--- src/rtl/act_wdt_pkg.sv ---
package act_wdt_pkg;
  localparam int unsigned DEF_TIMEOUT_CYCLES = 400_000_000; // 1.6 s at 250 MHz
  localparam int unsigned DEF_SYNC_STAGES    = 2;
endpackage

--- src/rtl/act_wdt_edge.sv ---
module act_wdt_edge #(
  parameter int unsigned STAGES = 2
) (
  input  logic clk_i,
  input  logic rst_ni,
  input  logic d_i,
  output logic edge_o
);
  logic [STAGES-1:0] sr_q;
  logic              prev_q;
  logic [STAGES:0]   fill_q; // suppress edges until sync chain holds real data

  always_ff @(posedge clk_i or negedge rst_ni) begin
    if (!rst_ni) sr_q[0] <= 1'b0;
    else         sr_q[0] <= d_i;
  end

  for (genvar i = 1; i < STAGES; i++) begin : g_stage
    always_ff @(posedge clk_i or negedge rst_ni) begin
      if (!rst_ni) sr_q[i] <= 1'b0;
      else         sr_q[i] <= sr_q[i-1];
    end
  end

  always_ff @(posedge clk_i or negedge rst_ni) begin
    if (!rst_ni) begin
      prev_q <= 1'b0;
      fill_q <= '0;
    end else begin
      prev_q <= sr_q[STAGES-1];
      fill_q <= {fill_q[STAGES-1:0], 1'b1};
    end
  end

  assign edge_o = fill_q[STAGES] & (sr_q[STAGES-1] ^ prev_q);
endmodule

--- src/rtl/act_wdt_timer.sv ---
module act_wdt_timer #(
  parameter int unsigned TIMEOUT_CYCLES = 400_000_000,
  localparam int unsigned CNT_W = (TIMEOUT_CYCLES < 2) ? 1 : $clog2(TIMEOUT_CYCLES)
) (
  input  logic             clk_i,
  input  logic             rst_ni,
  input  logic             clear_i,
  input  logic             kick_i,
  output logic             armed_o,
  output logic [CNT_W-1:0] cnt_o,
  output logic             expired_o
);
  localparam logic [CNT_W-1:0] LAST = CNT_W'(TIMEOUT_CYCLES - 1);

  logic             armed_q, exp_q;
  logic [CNT_W-1:0] cnt_q;

  always_ff @(posedge clk_i or negedge rst_ni) begin
    if (!rst_ni) begin
      armed_q <= 1'b0;
      exp_q   <= 1'b0;
      cnt_q   <= '0;
    end else if (clear_i) begin
      armed_q <= 1'b0;
      exp_q   <= 1'b0;
      cnt_q   <= '0;
    end else if (kick_i) begin
      armed_q <= 1'b1;
      exp_q   <= 1'b0;
      cnt_q   <= '0;
    end else if (armed_q && !exp_q) begin
      if (cnt_q == LAST) exp_q <= 1'b1;
      else               cnt_q <= cnt_q + 1'b1;
    end
  end

  assign armed_o   = armed_q;
  assign cnt_o     = cnt_q;
  assign expired_o = exp_q;
endmodule

--- src/rtl/act_watchdog.sv ---
module act_watchdog
  import act_wdt_pkg::*;
#(
  parameter int unsigned TIMEOUT_CYCLES = DEF_TIMEOUT_CYCLES,
  parameter int unsigned SYNC_STAGES    = DEF_SYNC_STAGES,
  localparam int unsigned CNT_W = (TIMEOUT_CYCLES < 2) ? 1 : $clog2(TIMEOUT_CYCLES)
) (
  input  logic clk_i,
  input  logic rst_ni,
  input  logic sys_rst_i,
  input  logic float_i,
  input  logic kick_i,
  output logic expired_no
);
  logic             kick_edge;
  logic             clear;
  logic             armed;
  logic             expired;
  logic [CNT_W-1:0] cnt;

  assign clear = sys_rst_i | float_i;

  act_wdt_edge #(.STAGES(SYNC_STAGES)) u_edge (
    .clk_i  (clk_i),
    .rst_ni (rst_ni),
    .d_i    (kick_i),
    .edge_o (kick_edge)
  );

  act_wdt_timer #(.TIMEOUT_CYCLES(TIMEOUT_CYCLES)) u_timer (
    .clk_i     (clk_i),
    .rst_ni    (rst_ni),
    .clear_i   (clear),
    .kick_i    (kick_edge),
    .armed_o   (armed),
    .cnt_o     (cnt),
    .expired_o (expired)
  );

  assign expired_no = ~expired;
endmodule

--- config.mk ---
export PLATFORM = sky130hd
export DESIGN_NAME = act_watchdog
export DESIGN_NICKNAME = d
export VERILOG_FILES = /design/src/rtl/act_wdt_pkg.sv /design/src/rtl/act_wdt_edge.sv /design/src/rtl/act_wdt_timer.sv /design/src/rtl/act_watchdog.sv
export SDC_FILE = /design/constraint.sdc
export NUM_CORES = 1
export LEC_CHECK = 0
export BUFFER_PORTS_ARGS = -buffer_cell sky130_fd_sc_hd__buf_2
export CAP_MARGIN = 20
export CORE_MARGIN = 2
export CORE_UTILIZATION = 42
export CTS_CLUSTER_SIZE = 14
export DETAILED_ROUTE_END_ITERATION = 16
export GPL_TIMING_DRIVEN = 0
export PLACE_DENSITY = 0.6
export SYNTH_ARGS = -nofsm -noshare
export SYNTH_HDL_FRONTEND = slang
export SYNTH_HIERARCHICAL = 1
export SYNTH_SLANG_ARGS = --single-unit
--- constraint.sdc ---
create_clock -name clk_i -period 2.8 [get_ports clk_i]
set_input_delay 0.42 -clock clk_i [delete_from_list [all_inputs] [get_ports clk_i]]
set_output_delay 0.42 -clock clk_i [all_outputs]
set_load 0.02 [all_outputs]
==> out/metrics.cfg <==
[global_route]
grt_pass1_wl_um = 7100
grt_max_degree = 38
grt_pass1_vias = 1558
gr-usage-all-layers_pct = 17.7
antenna_found_initial = 0
grt_overflow_total = 0

[pwr]
internal_power_uw = 723
powerDensity_mw_per_mm2 = 446
clkPwrFrac_pct = 37.8
swShare_pct = 22.9
power.leakage_nw = 0.797
switchingPower_uw = 214
comb_power_share_pct = 4.4
ir_drop_mv = 0.305
seqPwrFrac_pct = 57.8

[sta]
grt_setup_unrepaired = no
fin_skew_ns = 0.00829
hold-worst-slack_ns = 0.219
setup_tns_ns = 0
setup_violations = 0
slew_violations = 0
timing.fmax_ghz = 0.433
post-route-period-util_pct = 82.6
worstMarginPinSlew_ns = 0.802
finalHoldViolations = 0
period_minus_slack_ns = 2.31
relSlewSlack_pct = 46.6

[drt]
drc = 0
wl_um = 4020
postRouteAntennaNets = 0
vias_per_cell = 6.00
firstDrtPassIters = 4
vias = 1530
drt_iter0_drc = 84
avgRoutedWirePerCell_um = 15.8

[place]
globalplace.congestion = 0.846
dpl.hpwl_um = 2790
numPortBuffers = 5

[hold_path]
min_path_type = primary input to asynchronous set/reset pin

[logic_synthesis]
synth-edff-count = 0
synth-seq-area-share_pct = 48.1
syn_avg_cell_area_sq_um = 10.1
ys_top_cells_by_count = dfrtp_1 (37), nor2_1 (21), nand2_1 (10), or3_1 (10), nand3_1 (9)
synth_top_area_cell = dfrtp_1
synthDistinctLibCells = 40
synth_cells = 190
ys_ff_latch = 37
netlist_area_sq_mm = 0.00193
synth.yosys.warnings = 6
synth_top_cell_area_share_pct = 48.1
ys_top_cells_by_area = dfrtp_1 (48%), nor2_1 (4.1%), xnor2_1 (3.6%), or3_1 (3.2%), a21oi_2 (2.7%)
yosys.cell_count.top_type = dfrtp_1
synth_nets = 196
synth_top_flop_cell = dfrtp_1
async_flop_share_pct = 100

[critical_path]
worstSetupStartpoint = u_timer/cnt_o[0]
required_ns = 2.95
reg2reg_to = u_timer/cnt_o[0]
timing.critical_path.cells = ha_1 -> nand3_1 -> or3_4 -> o31ai_4 -> buf_6 -> buf_12 -> xor2_1 -> nor2_1
r2r_cells = 8
cpMaxStageDelayCell = or3_4
critical_path_class = flop to flop
path_delay_family = simple AND/OR/NAND/NOR gates
max_stage_delay_ns = 0.50
worstPathMaxFanout = 10
critPathCaptureType = flop
worst-path-buf-inv = 2
critPathLaunchType = flop
r2r-start = u_timer/cnt_o[0]
arrival_ns = 2.47
reg2reg_slack_ns = 0.49

[layout]
multi_input_area_sq_um = 947
final-seq-area_sq_um = 926
antennaDiodeCount = 0
finalNetCount = 208
syn_to_final_growth_pct = 8.96
drive_above_1_share_pct = 14.3
fillCellCount = 413
utilization_pct = 47.9

[clocking]
cts_buffers = 5
clk_path_buf_depth = 2
cts.clk_slew.worst_paths_ns = 0.07
clock_sinks = 37
cts_tree = built
cts_setup_buffers = 0
cts_hold_buf = 0
worstSkewPairLatency_ns = 0.28
root_buffer = clkbuf_8
post_cts_resize_count = 0
h-tree-depth = 2

[floorplanning]
core_sq_mm = 0.00438
num_rows = 24
ios = 6
fp.dieArea_sq_mm = 0.00515
initial_core_util_pct = 43.9
die_w_um = 71.7
die_y_um = 71.7

[run_status]
status = complete, no violations

[flow_run]
drv_cap = 0

==> worst register-to-register path, cell delays in order (launching register included) <==
cell and delay [ns]:
dfrtp_1 0.41, ha_1 0.21, nand3_1 0.21, or3_4 0.50
o31ai_4 0.29, buf_6 0.21, buf_12 0.14, xor2_1 0.16
nor2_1 0.05
==> power groups by stage <==
stage | logic [mW] | registers [mW] | clock network (mW)
finish | 0.0413 | 0.542 | 0.354
global route | 0.0465 | 0.542 | 0.399
CTS | 0.0425 | 0.542 | 0.367
detailed placement | 0.0424 | 0.552 | 0
global placement | 0.0415 | 0.552 | 0
floorplan | 0.0219 | 0.552 | 0
==> per-stage QoR <==
stage	total power, mW	worst slack [ns]	cells	cell area (sq um)
2_1_floorplan	0.573	0.826	190	1930
3_3_place_gp	0.593	0.562	247	2020
3_5_place_dp	0.594	0.528	247	2020
4_1_cts	0.951	0.507	255	2100
5_1_grt	0.988	0.345	255	2100
6_report	0.937	0.488	255	2100
==> flip-flops by register name, indices dropped and copies added (netlist names) <==
name	flops
u_edge/fill_q	3
u_timer/cnt_o	29
u_edge/sr_q	2
u_timer/armed_o	1
u_timer/expired_o	1
u_edge/prev_q	1
==> worst max path at each step <==
stage                                   to  slack [ns]  cells after the start
after floorplan           u_timer/cnt_o[0]        0.83                      8
after global placement    u_timer/cnt_o[0]        0.56                      8
after detailed placement  u_timer/cnt_o[0]        0.53                      8
after CTS                 u_timer/cnt_o[0]        0.51                      8
after global routing      u_timer/cnt_o[0]        0.35                      8
final                     u_timer/cnt_o[0]        0.49                      8
==> routing by layer <==
| layer | GRT usage, % | wire [um] | vias to the layer above |
|---|---|---|---|
| li1 | - | - | 735 |
| met1 | 22.8 | 1890 | 747 |
| met2 | 27.8 | 1900 | 36 |
| met3 | 4.36 | 125 | 12 |
| met4 | 8.81 | 101 | 0 |
| met5 | 0 | 0 | - |
==> cells by family (layout without fill, tap and decap cells) <==
| kind of cell | count (synthesis) | after routing | synth area share (%) |
|---|---|---|---|
| and+or+nand+nor | 91 | 91 | 28.0 |
| AOI/OAI and AO/OA | 38 | 38 | 14.0 |
| DFF | 37 | 37 | 48.1 |
| xor gates and xnor gates | 14 | 14 | 6.36 |
| buffers and inverters | 8 | 21 | 2.79 |
| adders and majority gates | 1 | 1 | 0.649 |
| other | 1 | 1 | 0.195 |
==> layout make-up <==
| type | instances | share of cell area (%) |
|---|---|---|
| clock inverters | 2 | 0.477 |
| plain buffers | 5 | 2.03 |
| multi-input cells | 145 | 45.1 |
| inverters | 3 | 0.536 |
| repair buffers | 5 | 1.19 |
| flip-flops and latches | 37 | 44.1 |
| clock buffers | 6 | 3.46 |
| well taps | 52 | 3.10 |
==> cell usage in the layout, fill, tap and decap left out, types with 6 or more instances in the layout <==
cell type / instances
nand3_1: 9
a21oi_2: 6
xor2_1: 6
nand4_1: 6
o21ai_1: 7
nor3_1: 6
xnor2_1: 8
dfrtp_1: 37
or3_1: 10
nor2_1: 21
a21oi_1: 8
nand2_1: 10
(Power assumes the default switching activity.)
